==> src/rtl/lps_pkg.sv <==
package lps_pkg;
  typedef enum logic [2:0] {
    ST_RUN  = 3'd0,
    ST_SG   = 3'd1,
    ST_SGS  = 3'd2,
    ST_SLP  = 3'd3,
    ST_DSLP = 3'd4,
    ST_DRS  = 3'd5,
    ST_DLV  = 3'd6,
    ST_EDS  = 3'd7
  } pwr_st_e;

  localparam logic [1:0] V_NOM = 2'b00;
  localparam logic [1:0] V_DRS = 2'b01;
  localparam logic [1:0] V_DLV = 2'b10;
  localparam logic [1:0] V_EDS = 2'b11;
endpackage

==> src/rtl/lps_irq_latch.sv <==
module lps_irq_latch (
  input  logic clk_i,
  input  logic rst_ni,
  input  logic run_i,
  input  logic irq_i,
  output logic pend_o,
  output logic irq_o
);
  logic pend_q;

  always_ff @(posedge clk_i or negedge rst_ni) begin
    if (!rst_ni) begin
      pend_q <= 1'b0;
      irq_o  <= 1'b0;
    end else if (run_i) begin
      irq_o  <= pend_q | irq_i;
      pend_q <= 1'b0;
    end else begin
      irq_o <= 1'b0;
      if (irq_i) pend_q <= 1'b1;
    end
  end

  assign pend_o = pend_q;


  pend_clear_chk: assert property (@(posedge clk_i) disable iff (!rst_ni)
    (pend_q && run_i) |=> !pend_q);
endmodule

==> src/rtl/lps_way_flush.sv <==
module lps_way_flush #(
  parameter int WAYS = 8,
  parameter int CW   = $clog2(WAYS + 1)
) (
  input  logic            clk_i,
  input  logic            rst_ni,
  input  logic            start_i,
  input  logic [CW-1:0]   cnt_i,
  input  logic            set_ok_i,
  input  logic [WAYS-1:0] way_set_i,
  input  logic [WAYS-1:0] flush_done_i,
  output logic            busy_o,
  output logic [WAYS-1:0] way_en_o,
  output logic [WAYS-1:0] flush_req_o
);
  localparam int IW = $clog2(WAYS + 1);

  logic            busy_q;
  logic [IW-1:0]   idx_q;
  logic [CW-1:0]   rem_q;
  logic [WAYS-1:0] en_q;
  logic [WAYS-1:0] sel;
  logic            at_end, cur_en, req_act, hit;

  assign at_end  = (idx_q == IW'(WAYS));
  assign sel     = at_end ? '0 : (WAYS'(1) << idx_q);
  assign cur_en  = |(en_q & sel);
  assign req_act = busy_q && (rem_q != '0) && cur_en;
  assign hit     = req_act && |(flush_done_i & sel);

  always_ff @(posedge clk_i or negedge rst_ni) begin
    if (!rst_ni) begin
      busy_q <= 1'b0;
      idx_q  <= '0;
      rem_q  <= '0;
      en_q   <= '1;
    end else begin
      if (start_i) begin
        busy_q <= 1'b1;
        idx_q  <= '0;
        rem_q  <= cnt_i;
      end else if (busy_q) begin
        if (rem_q == '0 || at_end) busy_q <= 1'b0;
        else if (!cur_en) idx_q <= idx_q + 1'b1;
        else if (hit) begin
          rem_q <= rem_q - 1'b1;
          idx_q <= idx_q + 1'b1;
        end
      end
      en_q <= (en_q & ~(hit ? sel : '0)) | (set_ok_i ? way_set_i : '0);
    end
  end

  assign busy_o      = busy_q;
  assign way_en_o    = en_q;
  assign flush_req_o = req_act ? sel : '0;


  single_flush_chk: assert property (@(posedge clk_i) disable iff (!rst_ni)
    $onehot0(flush_req_o));

  for (genvar w = 0; w < WAYS; w++) begin : g_drop

    way_drop_chk: assert property (@(posedge clk_i) disable iff (!rst_ni)
      $fell(en_q[w]) |-> $past(flush_req_o[w] && flush_done_i[w]));
  end
endmodule

==> src/rtl/lps_seq.sv <==
module lps_seq
  import lps_pkg::*;
(
  input  logic       clk_i,
  input  logic       rst_ni,
  input  logic       req_i,
  input  logic [2:0] depth_i,
  input  logic       wake_i,
  input  logic       pend_i,
  input  logic       irq_i,
  input  logic       snoop_i,
  input  logic       snoop_done_i,
  input  logic       vgood_i,
  input  logic       flush_busy_i,
  input  logic       ways_left_i,
  output logic       flush_start_o,
  output logic       flush_all_o,
  output logic [2:0] state_o,
  output logic       run_o,
  output logic       clk_en_o,
  output logic       bus_en_o,
  output logic [1:0] vsel_o,
  output logic       snoop_busy_o,
  output logic       snoop_err_o
);
  pwr_st_e st_q, st_n;
  logic    up_q, go_up, deep;

  assign deep  = (st_q >= ST_SLP);
  assign go_up = up_q | wake_i | pend_i;

  always_comb begin
    st_n          = st_q;
    flush_start_o = 1'b0;
    flush_all_o   = 1'b0;
    case (st_q)
      ST_RUN:  if (req_i && depth_i >= 3'd1) st_n = ST_SG;
      ST_SG: begin
        if (snoop_i)                        st_n = ST_SGS;
        else if (wake_i || up_q)            st_n = ST_RUN;
        else if (req_i && depth_i > 3'd1)   st_n = ST_SLP;
      end
      ST_SGS:  if (snoop_done_i || irq_i)   st_n = ST_SG;
      ST_SLP: begin
        if (go_up) begin
          if (vgood_i)                      st_n = ST_SG;
        end else if (req_i && depth_i > 3'd2) st_n = ST_DSLP;
      end
      ST_DSLP: begin
        if (go_up)                          st_n = ST_SLP;
        else if (req_i && depth_i > 3'd3) begin
          st_n          = ST_DRS;
          flush_start_o = 1'b1;
        end
      end
      ST_DRS: begin
        if (flush_busy_i)                   st_n = ST_DRS;
        else if (go_up)                     st_n = ST_DSLP;
        else if (req_i && depth_i > 3'd4) begin
          if (ways_left_i) begin
            flush_start_o = 1'b1;
            flush_all_o   = 1'b1;
          end else                          st_n = ST_DLV;
        end else if (!ways_left_i)          st_n = ST_EDS;
      end
      ST_DLV:  if (go_up)                   st_n = ST_DRS;
      ST_EDS:  if (go_up)                   st_n = ST_DLV;
      default:                              st_n = ST_RUN;
    endcase
  end

  always_ff @(posedge clk_i or negedge rst_ni) begin
    if (!rst_ni) begin
      st_q        <= ST_RUN;
      up_q        <= 1'b0;
      snoop_err_o <= 1'b0;
    end else begin
      st_q        <= st_n;
      up_q        <= (st_n != ST_RUN) && (up_q || ((wake_i || pend_i) && deep));
      snoop_err_o <= snoop_i && deep;
    end
  end

  assign state_o      = st_q;
  assign run_o        = (st_q == ST_RUN);
  assign clk_en_o     = (st_q <= ST_SGS);
  assign bus_en_o     = (st_q <= ST_SLP);
  assign snoop_busy_o = (st_q == ST_SGS);
  always_comb begin
    case (st_q)
      ST_DRS:  vsel_o = V_DRS;
      ST_DLV:  vsel_o = V_DLV;
      ST_EDS:  vsel_o = V_EDS;
      default: vsel_o = V_NOM;
    endcase
  end


  clk_after_vgood_chk: assert property (@(posedge clk_i) disable iff (!rst_ni)
    $rose(clk_en_o) |-> $past(vgood_i));

  eds_empty_chk: assert property (@(posedge clk_i) disable iff (!rst_ni)
    (st_q == ST_EDS) |-> !ways_left_i);

  sgs_exit_chk: assert property (@(posedge clk_i) disable iff (!rst_ni)
    ($past(st_q) == ST_SGS && st_q != ST_SGS) |-> $past(snoop_done_i || irq_i));
endmodule

==> src/rtl/lps_ctrl.sv <==
module lps_ctrl #(
  parameter int WAYS = 8,
  parameter int CW   = $clog2(WAYS + 1)
) (
  input  logic            clk_i,
  input  logic            rst_ni,
  input  logic            req_i,
  input  logic [2:0]      depth_i,
  input  logic            wake_i,
  input  logic            irq_i,
  input  logic            snoop_i,
  input  logic            snoop_done_i,
  input  logic            vgood_i,
  input  logic            cfg_we_i,
  input  logic [CW-1:0]   cfg_cnt_i,
  input  logic [WAYS-1:0] way_set_i,
  input  logic [WAYS-1:0] flush_done_i,
  output logic [2:0]      state_o,
  output logic            clk_en_o,
  output logic            bus_en_o,
  output logic [1:0]      vsel_o,
  output logic            snoop_busy_o,
  output logic            snoop_err_o,
  output logic            irq_o,
  output logic [WAYS-1:0] way_en_o,
  output logic [WAYS-1:0] flush_req_o
);
  logic [CW-1:0] cnt_q;
  logic          run, pend, fl_busy, fl_start, fl_all;

  always_ff @(posedge clk_i or negedge rst_ni) begin
    if (!rst_ni)       cnt_q <= CW'(1);
    else if (cfg_we_i) cnt_q <= (cfg_cnt_i > CW'(WAYS)) ? CW'(WAYS) : cfg_cnt_i;
  end

  lps_irq_latch u_irq (
    .clk_i(clk_i), .rst_ni(rst_ni), .run_i(run), .irq_i(irq_i),
    .pend_o(pend), .irq_o(irq_o)
  );

  lps_way_flush #(.WAYS(WAYS), .CW(CW)) u_flush (
    .clk_i(clk_i), .rst_ni(rst_ni), .start_i(fl_start),
    .cnt_i(fl_all ? CW'(WAYS) : cnt_q), .set_ok_i(run),
    .way_set_i(way_set_i), .flush_done_i(flush_done_i),
    .busy_o(fl_busy), .way_en_o(way_en_o), .flush_req_o(flush_req_o)
  );

  lps_seq u_seq (
    .clk_i(clk_i), .rst_ni(rst_ni), .req_i(req_i), .depth_i(depth_i),
    .wake_i(wake_i), .pend_i(pend), .irq_i(irq_i), .snoop_i(snoop_i),
    .snoop_done_i(snoop_done_i), .vgood_i(vgood_i),
    .flush_busy_i(fl_busy), .ways_left_i(|way_en_o),
    .flush_start_o(fl_start), .flush_all_o(fl_all),
    .state_o(state_o), .run_o(run), .clk_en_o(clk_en_o),
    .bus_en_o(bus_en_o), .vsel_o(vsel_o),
    .snoop_busy_o(snoop_busy_o), .snoop_err_o(snoop_err_o)
  );
endmodule

==> config.mk <==
export PLATFORM = sky130hd
export DESIGN_NAME = lps_ctrl
export DESIGN_NICKNAME = d
export VERILOG_FILES = /design/src/rtl/lps_pkg.sv /design/src/rtl/lps_irq_latch.sv /design/src/rtl/lps_way_flush.sv /design/src/rtl/lps_seq.sv /design/src/rtl/lps_ctrl.sv
export SDC_FILE = /design/constraint.sdc
export NUM_CORES = 1
export LEC_CHECK = 0
export BUFFER_PORTS_ARGS = -buffer_cell sky130_fd_sc_hd__buf_2
export CAP_MARGIN = 0
export CORE_MARGIN = 3
export CORE_UTILIZATION = 57
export CTS_BUF_LIST = sky130_fd_sc_hd__clkbuf_8
export CTS_CLUSTER_SIZE = 40
export DETAILED_ROUTE_END_ITERATION = 8
export PLACE_DENSITY_LB_ADDON = 0.12
export SLEW_MARGIN = 20
export SYNTH_ARGS = -nofsm -noshare
export SYNTH_HDL_FRONTEND = slang
export SYNTH_SLANG_ARGS = --single-unit
==> constraint.sdc <==
create_clock -name clk_i -period 6 [get_ports clk_i]
set_input_delay 0.3 -clock clk_i [delete_from_list [all_inputs] [get_ports clk_i]]
set_output_delay 0.3 -clock clk_i [all_outputs]
set_load 0.01 [all_outputs]
# == Word level (Yosys, flattened, before mapping) ==
# Index checks and enable logic that the tools add are counted.
# totals
ff_bits,28
latchBits,0
ramBits,0
romBits,0
in_bits,32
output_inout_bits,26
wordCells,118
n_memories,0
# classes
n_addsub,2
mul,0
div_mod_pow,0
n_lt_le_gt_ge,9
eq_ne,10
shift,1
mux,49
n_bitwise,8
reduce_logical,29
# op_table
op,n
$mux 3,17
$mux 4,12
$mux 8,4
$and 8x8->8,3
$pmux 3 s8,1
$reduce_or 8->1,3
$mux 1,13
$eq 3x3->1 const B,4
$logic_and 1x1->1,11
$not 8->8,1
$or 8x8->8,1
$reduce_bool 2->1,4
$shl 1x4->8 const A,1
$eq 3x2->1 const B,2
$gt 3x2->1 const B,2
$le 3x2->1 const B,2
$pmux 2 s3,1
$logic_or 1x1->1,5
$add 4x1->4 const B,1
$eq 4x4->1 const B,1
$gt 4x4->1 const B,1
$logic_not 4->1,1
$reduce_and 4->1,1
$reduce_bool 4->1,1
other kinds (13),15

# == Depth between registers and ports, before layout ==
# Gate-level depths: netlist of the first run.
# logic_depth
depth_word,11
ltp_mapped,9
depth_no_buf,7

# == Modules after synthesis ==
# From an unflattened synthesis of the first run, not the netlist that was laid out.
# hier_totals
cells_unflattened,198
area_unflattened_um2,1831.8
# by_module_without_submodules
mod,instances,cells_per_inst,area_each_um2,seq_area_each_um2
lps_way_flush,1,111,1084.8,435.4
lps_seq,1,62,480.5,125.1
lps_ctrl,1,21,198.9,101.3
lps_irq_latch,1,4,67.6,50.0

# == Worst setup path before layout of the first run ==
# No wires, ideal clock.
# synth_path
path_kind,reg2out
from,register u_flush.idx_q[1]
to,output port flush_req_o[0]
arrival_ns,1.837
t_required_ns,5.700
slack_ns,3.863
stages_incl_launch_ff,8
path_buffers,1
cell_sequence,dfrtp_1 inv_1 ha_1 a22o_1 a222oi_1 a211oi_1 clkbuf_1 and3_1
# synth_between
elab_chain_cells,6
elab_cells_between_ends,7
cone_classes,1 x eq/ne; 1 x shift; 2 x mux; 1 x bitwise; 2 x reduce/logical
# synth_rtl
item,line_no,text
from (decl),lps_way_flush.sv:19,logic [IW-1:0] idx_q;
from (signal assigned),lps_way_flush.sv:44,else if (!cur_en) idx_q <= idx_q + 1'b1;
from (signal assigned),lps_way_flush.sv:47,idx_q <= idx_q + 1'b1;
$eq 4x4->1 or $shl 1x4->8 (tied branches),"lps_way_flush.sv:25, lps_way_flush.sv:26",
$mux 8 (*),lps_way_flush.sv:26,assign sel = at_end ? '0 : (WAYS'(1) << idx_q);
$and 8x8->8,lps_way_flush.sv:27,assign cur_en = |(en_q & sel);
$reduce_or 8->1,lps_way_flush.sv:27,
$logic_and 1x1->1,lps_way_flush.sv:28,assign req_act = busy_q && (rem_q != '0) && cur_en;
$mux 8 (*),lps_way_flush.sv:56,assign flush_req_o = req_act ? sel : '0;
to (decl),lps_ctrl.sv:26,output logic [WAYS-1:0] flush_req_o
# Mark *: on every way between the ends. The rest lies on a longest branch, timed or not.

# == Final worst setup path of the first run ==
# layout_path
from,register u_flush.idx_q[0]
to,output port flush_req_o[4]
# The elaborated chain is that of the path after synthesis.

==> results of run 1 <==
-- flip-flops by register name, summed over array words and instances, names as in the netlist --
register and count:
u_seq.up_q 1, u_flush.idx_q 4, cnt_q 4, u_irq.pend_o 1, u_flush.busy_o 1, u_seq.state_o 3, u_seq.snoop_err_o 1, u_irq.irq_o 1
u_flush.way_en_o 8, u_flush.rem_q 4
-- worst max-delay path: cells and delay by family (launching register included) --
kind,cells,cell delay (ps)
buf+inv,2,240
fa+ha+maj,1,300
simple gates,1,260
flops,1,430
compound gates,3,1200
-- power groups by stage --
stage / registers [mW] / clock network [mW] / logic (mW)
after global routing: 0.313 / 0.111 / 0.322
after CTS: 0.300 / 0.105 / 0.282
after floorplan: 0.273 / 0 / 0.224
after detailed placement: 0.303 / 0 / 0.281
final: 0.301 / 0.0996 / 0.281
after global placement: 0.304 / 0 / 0.277
-- cell families after synthesis --
family	Yosys count	synth area share [%]
adders and majority gates	7	4.636
AOI/OAI and AO/OA	60	24.04
muxes	7	3.775
buffers and inverters	24	5.033
and+or+nand+nor	82	24.83
DFF	28	37.68
-- worst paths after layout --
check | slack, ps | endpoint | startpoint | cells after the start
worst max-delay path | 3000 | flush_req_o[4] | u_flush.idx_q[0]$_DFFE_PN0P_ | 7
worst min-delay path | 30 | u_seq.snoop_err_o$_DFF_PN0_ | rst_ni | 1
worst max register to register | 3410 | u_flush.rem_q[1]$_DFFE_PN0P_ | u_flush.idx_q[0]$_DFFE_PN0P_ | 7
worst min register to register | 520 | cnt_q[0]$_DFFE_PN1P_ | cnt_q[0]$_DFFE_PN1P_ | 2
max in group asynchronous | 5580 | u_flush.idx_q[0]$_DFFE_PN0P_ | rst_ni | 1
min in group clk_i | 260 | u_flush.way_en_o[6]$_DFF_PN1_ | way_set_i[6] | 2
-- placed cells by master (no fill, tap or decap), types with 2 or more instances in the layout --
master	count
nand3b_1	3
nor2_1	9
a22oi_1	3
o311a_1	2
nor3_1	6
and2_1	5
a221oi_1	3
and3_1	8
nand3_1	6
buf_2	57
nor2b_1	2
ha_1	7
a22o_1	10
a311oi_1	4
nand4_1	7
a21o_1	3
o21ai_1	2
dfstp_2	9
o21ai_0	9
nor4_1	2
a211oi_1	3
clkbuf_8	3
mux2i_1	6
or3_1	3
inv_1	15
nand2b_1	5
nand2_1	17
dfrtp_1	19
a21oi_1	7
-- layer usage --
metal  vias to the layer above  share of wire (%)  track usage, %
met5                         -                  0               0
met4                         0               0.26           4.043
met3                         2                5.2           3.387
met2                        50                 46           36.11
met1                       839                 48           33.14
li1                        887                  -               -
-- layout make-up --
cell class                 count  area share, %
multi-input combinational    156          48.60
sequential                    28          31.82
timing repair buffer          57          12.75
tap                           44          2.461
inverter                      14          2.349
clock buffer                   3          1.846
clock inverter                 1         0.1678
-- stage by stage --
step | setup slack [ps] | hold WS (ps) | power [mW] | utilization (%)
floorplan | 3863 | 4.409 | 0.4967 | -
global placement | 3378 | 341.4 | 0.5810 | 70.65
detailed placement | 3313 | 339.8 | 0.5845 | 70.65
CTS | 3010 | 35.24 | 0.6880 | 72.10
global route | 2709 | 61.32 | 0.7458 | 72.10
finish | 3000 | 26.06 | 0.6824 | 72.10
==> metrics.md, run 1 <==
| Metric | Value |
|---|---|
| Register Area | a little over 700 um2 |
| Placed insts | 299 |
| Max cap viols | 0 |
| Slew @ Worst Pin | 1058 ps |
| DRC | 0 |
| Fill cells | 267 |
| Clock sink total | 28 |
| Critical path type | flip-flop to primary output |
| Number of flops mapped to enable cells by yosys | 0 |
| Core Area | 3103 um2 |
| Top FF cell, synth | dfrtp_1 |
| Gp weighted congestion | between 0.8 and 0.9 |
| Switch Pwr | ~0.28 mW |
| Seq cells post-synth | 28 |
| Unique masters post-synth | 53 |
| Port Buf Inserts | 57 |
| Largest net degree at the start of global routing | 29 |
| Startpoint Class | flip-flop |
| Routed Antenna Nets | 0 |
| GRT Residual Overflow | 0 |
| Total CTS buffers | 3 |
| Area grow syn2layout | 18.41% |
| Rows | 20 |
| Vias per std cell | 5.868 |
| Yosys top cell area share | about 25% |
| Status | completed |
| Total GRT Usage | 22.75% |
| CTS Hold Bufs | 0 |
| Synth Cell Area | 1889 um2 |
| Slew Limit Fails | 0 |
| Boundary pin count | between 50 and 60 |
| Internal power | 0.4006 mW |
| First-pass GRT wire length | 7.514 mm |
| Relative slew slack | 29.34% |
| Total die area | around 4000 um2 |
| Minimum clock period | roughly 3000 ps |
| Layout Nets | around 300 |
| Syn nets | 247 |
| Power density cells | 305.0 nW/um2 |
| Sequential cell area fraction in the yosys report | 37.68% |
| Mean post-synth cell area | 9.083 um2 |
| Switching Share | approximately 41% |
| Async SR Flop Fraction | 100.0% |
| Antenna cells | 0 |
| Max frequency | 333.4 MHz |
| Clk network pwr share | 14.6% |
| Syn. warnings | 0 |
| Worst-Skew Late Latency | 270 ps |
| Most common cell in the netlist | dfrtp_1 |
| Detailed Route Iter0 Violations | roughly 130 |
| Initial core utilization | 60.89% |
| Vias in the first global route | between 1,500 and 2,000 |
| RSZ-0062 raised after global routing | false |
| Pre-Repair DR Iteration Count | 4 |
| VDD IR max | roughly 0.27 mV |
| H-tree depth | 1 |
| Critical path's largest stage delay | 910 ps |
| Final setup fails | 0 |
| Placed cell areas | 2192 um2 |
| Setup Fix Bufs, Post-CTS | 0 |
| Fin area | 2237 um2 |
| Worst Hold Class | primary input to async pin |
| Root Driver | clkbuf_8 |
| Fraction of layout instances using a drive strength above 1 | 30.89% |
| CTS resizes | 0 |
| Synth top cells by count | dfrtp_1, nand2_1, inv_1 |
| Cell taking the most area after synthesis | dfrtp_1 |
| Vias | 1,778 |
| Antenna violations before repair | 0 |
| Synth top area cells | dfrtp_1, dfstp_2, a22o_1 |
| Period Utilization, post-route | between 40% and 50% |
| Gate power share | ~40% |
| CP cell instances | inv_1, ha_1, a22o_1, a222oi_1, a211oi_2, and3_1, buf_2 |
| Mapped Cells | ~210 |
| Deepest clock path buffer count | 2 |
| Slowest cell on the critical path | a211oi_2 |
| Leakage | 1.088 nW |
| Data arrival, critical path | ~2700 ps |
| WL final | roughly 4.3 mm |
| Worst path required time | 5700 ps |
| CTS tree | built |
| Area of the multi-input gates | 1087 um2 |
| Final Hold Vio Count | 0 |
| WL/cell | 14.23 um |
| Final HPWL DP | roughly 3.3 mm |
| Chip width | 63.57 um |
| Final setup TNS | 0 ps |
| Worst Skew | 3.406 ps |
| Non-Filler Instances | 303 |
| Sequential power share | 44.2% |
| Chip Height | 63.57 um |
| CP Max Fanout | 22 |
| Clk slew on worst S/H paths | approximately 90 ps |
| Endpoint type of the worst setup path | primary output |
Power figures use the tool's default switching activity.
==> run 2, diff against run 1 <==
Settings changed: ABC_AREA set to 1, CORE_UTILIZATION 57 to 49.
Clock period 6 ns to 2.7 ns, I/O delays scaled along.
==> run 2 against run 1 <==
  * Clock power rose to 2.6 times the previous value
  * Largest power group is now combinational logic
  * Largest cell class unchanged
  * Setup slack worse by 2500 ps
  * Clock skew is 1.5 ps lower
  * Count of clock-buffer cells in the layout increased by 1
  * Final cell count up 30%
==> metrics.md, run 2 <==
| Metric | Value |
|---|---|
| Synth Cell Area | ~2000 um2 |
| Max frequency | 449.8 MHz |
| Critical path type | flip-flop to primary output |
| Power, Total | ~2.0 mW |
| RSZ-0062 raised after global routing | false |
| Worst Skew | 1.895 ps |
| Commonest non-fill, non-tap cell in the layout | nand2_1 |
| CTS tree | built |
| Root Driver | clkbuf_8 |
| Final Hold Vio Count | 0 |
| Chip width | between 70 and 80 um |
| Boundary pin count | just under 60 |
| Gp weighted congestion | just over 0.8 |
| Clk slew on worst S/H paths | 90 ps |
| Status | completed |
| Antenna violations before repair | 0 |
| Setup Fix Bufs, Post-CTS | 0 |
| Max cap viols | 0 |
| Area grow syn2layout | 18.94% |
| Worst Hold Class | primary input to flip-flop |
| Hold slack | roughly 26 ps |
| Endpoint type of the worst setup path | primary output |
| Startpoint Class | flip-flop |
| Vias | 1,979 |
| VDD IR max | 0.6253 mV |
| Largest net degree at the start of global routing | 29 |
| Deepest clock path buffer count | 2 |
| Final HPWL DP | about 3.7 mm |
| CP delay by family, top | simple AND/OR/NAND/NOR gates |
| Slew Limit Fails | 0 |
| Yosys top cell area share | 23.44% |
| Minimum clock period | 2223 ps |
| Relative slew slack | roughly 57% |
| Pre-Repair DR Iteration Count | 4 |
| Synth top area cells | dfrtp_1, nand2_1, dfstp_2 |
| Chip Height | 70.34 um |
| Detailed Route Iter0 Violations | 117 |
| CP cell instances | inv_6, ha_1, inv_1, nor2_1, nand2_1, nand2_1, nor2_2, nand2_4, nand2_1, nor2_1, buf_2 |
| Async SR Flop Fraction | 100.0% |
| Core Area | 3826 um2 |
| Layout Nets | 387 |
| Worst path required time | 2570 ps |
| CP Max Fanout | 9 |
| Final setup fails | 0 |
| Critical path's largest stage delay | approximately 610 ps |
| Mapped Cells | 288 |
| Total CTS buffers | 3 |
| Slowest cell on the critical path | dfrtp_1 |
| Buf/Inv on CP | 3 |
| Unique masters post-synth | 33 |
| First-pass GRT wire length | 8.100 mm |
| Fraction of layout instances using a drive strength above 1 | 30.55% |
| Syn. warnings | 0 |
| Cell taking the most area after synthesis | dfrtp_1 |
| Fill cells | between 300 and 400 |
| Setup slack at placement | 781.3 ps |
| WL/cell | 11.92 um |
| Port Buf Inserts | 57 |
| GRT Residual Overflow | 0 |
| Vias in the first global route | 1,798 |
| Leakage | roughly 1.3 nW |
| Synth top cells by count | nand2_1, nor2_1, inv_1 |
| H-tree depth | 1 |
| DRC | 0 |
| Period Utilization, post-route | between 80 and 90% |
| Total GRT Usage | about 20% |
| Rows | 22 |
| Routed Antenna Nets | 0 |
| Total die area | 4947 um2 |
| WL final | 4.707 mm |
| Most frequent CP cell | nand2_1 |
| Data arrival, critical path | 2090 ps |
| Power density cells | 848.5 nW/um2 |
| Final setup margin | 477.0 ps |
| Slew @ Worst Pin | 642.2 ps |
| Mean post-synth cell area | 7.042 um2 |
| Sequential cell area fraction in the yosys report | 35.10% |
| Syn nets | 327 |
| Worst-Skew Late Latency | 270 ps |
| Final setup TNS | 0 ps |
| Clock sink total | 28 |
| Top FF cell, synth | dfrtp_1 |
| Initial core utilization | 53.01% |
| Most common cell in the netlist | nand2_1 |
| Number of flip-flops in the largest register | 8 |
| Seq cells post-synth | 28 |
| Number of flops mapped to enable cells by yosys | 0 |
| Vias per std cell | 5.010 |
| Antenna cells | 0 |
| Most frequent cells in the layout | nand2_1, buf_2, nor2_1 |
-- run 2: changes by cell type in the layout (fill, tap and decap cells not counted), moves of 9 or more --
cell | before | now
nor2_1 | 9 | 43
o21ai_1 | 2 | 11
inv_1 | 15 | 36
nand3_1 | 6 | 16
a22o_1 | 10 | 1
nand2_1 | 17 | 75
-- run 2: final cells by class --
class                   instances  area [um2]  share of cell area [%]
well taps                      48       60.06                   2.490
multi-input cells             213        1109                   45.95
flip-flops and latches         28       711.9                   29.51
inverters                      43       173.9                   7.210
repair buffers                 59       302.8                   12.55
clock buffers                   4       55.05                   2.282
-- run 2: final timing paths --
kind / startpoint / endpoint / slack [ps] / depth (start not counted)
hold reg to reg: u_flush.way_en_o[2]$_DFF_PN1_ / u_flush.way_en_o[2]$_DFF_PN1_ / 500 / 2
setup / recovery: u_flush.idx_q[2]$_DFFE_PN0P_ / flush_req_o[6] / 480 / 11
hold / removal: cfg_we_i / cnt_q[0]$_DFFE_PN1P_ / 30 / 2
min in group asynchronous: rst_ni / u_flush.idx_q[3]$_DFFE_PN0P_ / 410 / 2
setup reg to reg: u_flush.idx_q[2]$_DFFE_PN0P_ / u_flush.idx_q[3]$_DFFE_PN0P_ / 800 / 12
max in group asynchronous: rst_ni / u_irq.irq_o$_DFF_PN0_ / 1870 / 2
-- run 2: per-stage QoR --
stage | instances | cell area, um2 | util [%]
2_1_floorplan | 288 | 2028 | -
3_3_place_gp | 390 | 2347 | 61.35
3_5_place_dp | 390 | 2347 | 61.35
4_1_cts | 395 | 2412 | 63.05
5_1_grt | 395 | 2412 | 63.05
6_report | 395 | 2412 | 63.05
-- run 2: repair_timing --
action,4_1_cts,5_1_grt
endpoints found under the setup margin,0,0
hold endpoints to repair,19,0
hold buffers,1,0
resized for setup,0,0
-- run 2: routing by layer --
layer	share of wire, %	vias up	wire (um)	track usage [%]
li1	-	1025	-	-
met1	48	905	2281	29.10
met2	45	47	2134	30.15
met3	5.7	2	269	4.460
met4	0.47	0	22	3.191
met5	0	-	0	0
-- run 2: kinds of logic after synthesis --
logic type	after synthesis	share of synthesized area, %
compound gates	37	9.685
xor+xnor	2	0.8638
fa+ha+maj	7	4.318
buf+inv	47	10.24
flops	28	35.10
simple gates	167	39.79
-- run 2: power by group --
group | switching [mW] | leakage [nW] | internal [mW] | total (mW)
clock | 0.128 | 0.0288 | 0.131 | 0.258
combinational | 0.714 | 0.902 | 0.411 | 1.12
sequential | 0.138 | 0.335 | 0.527 | 0.664
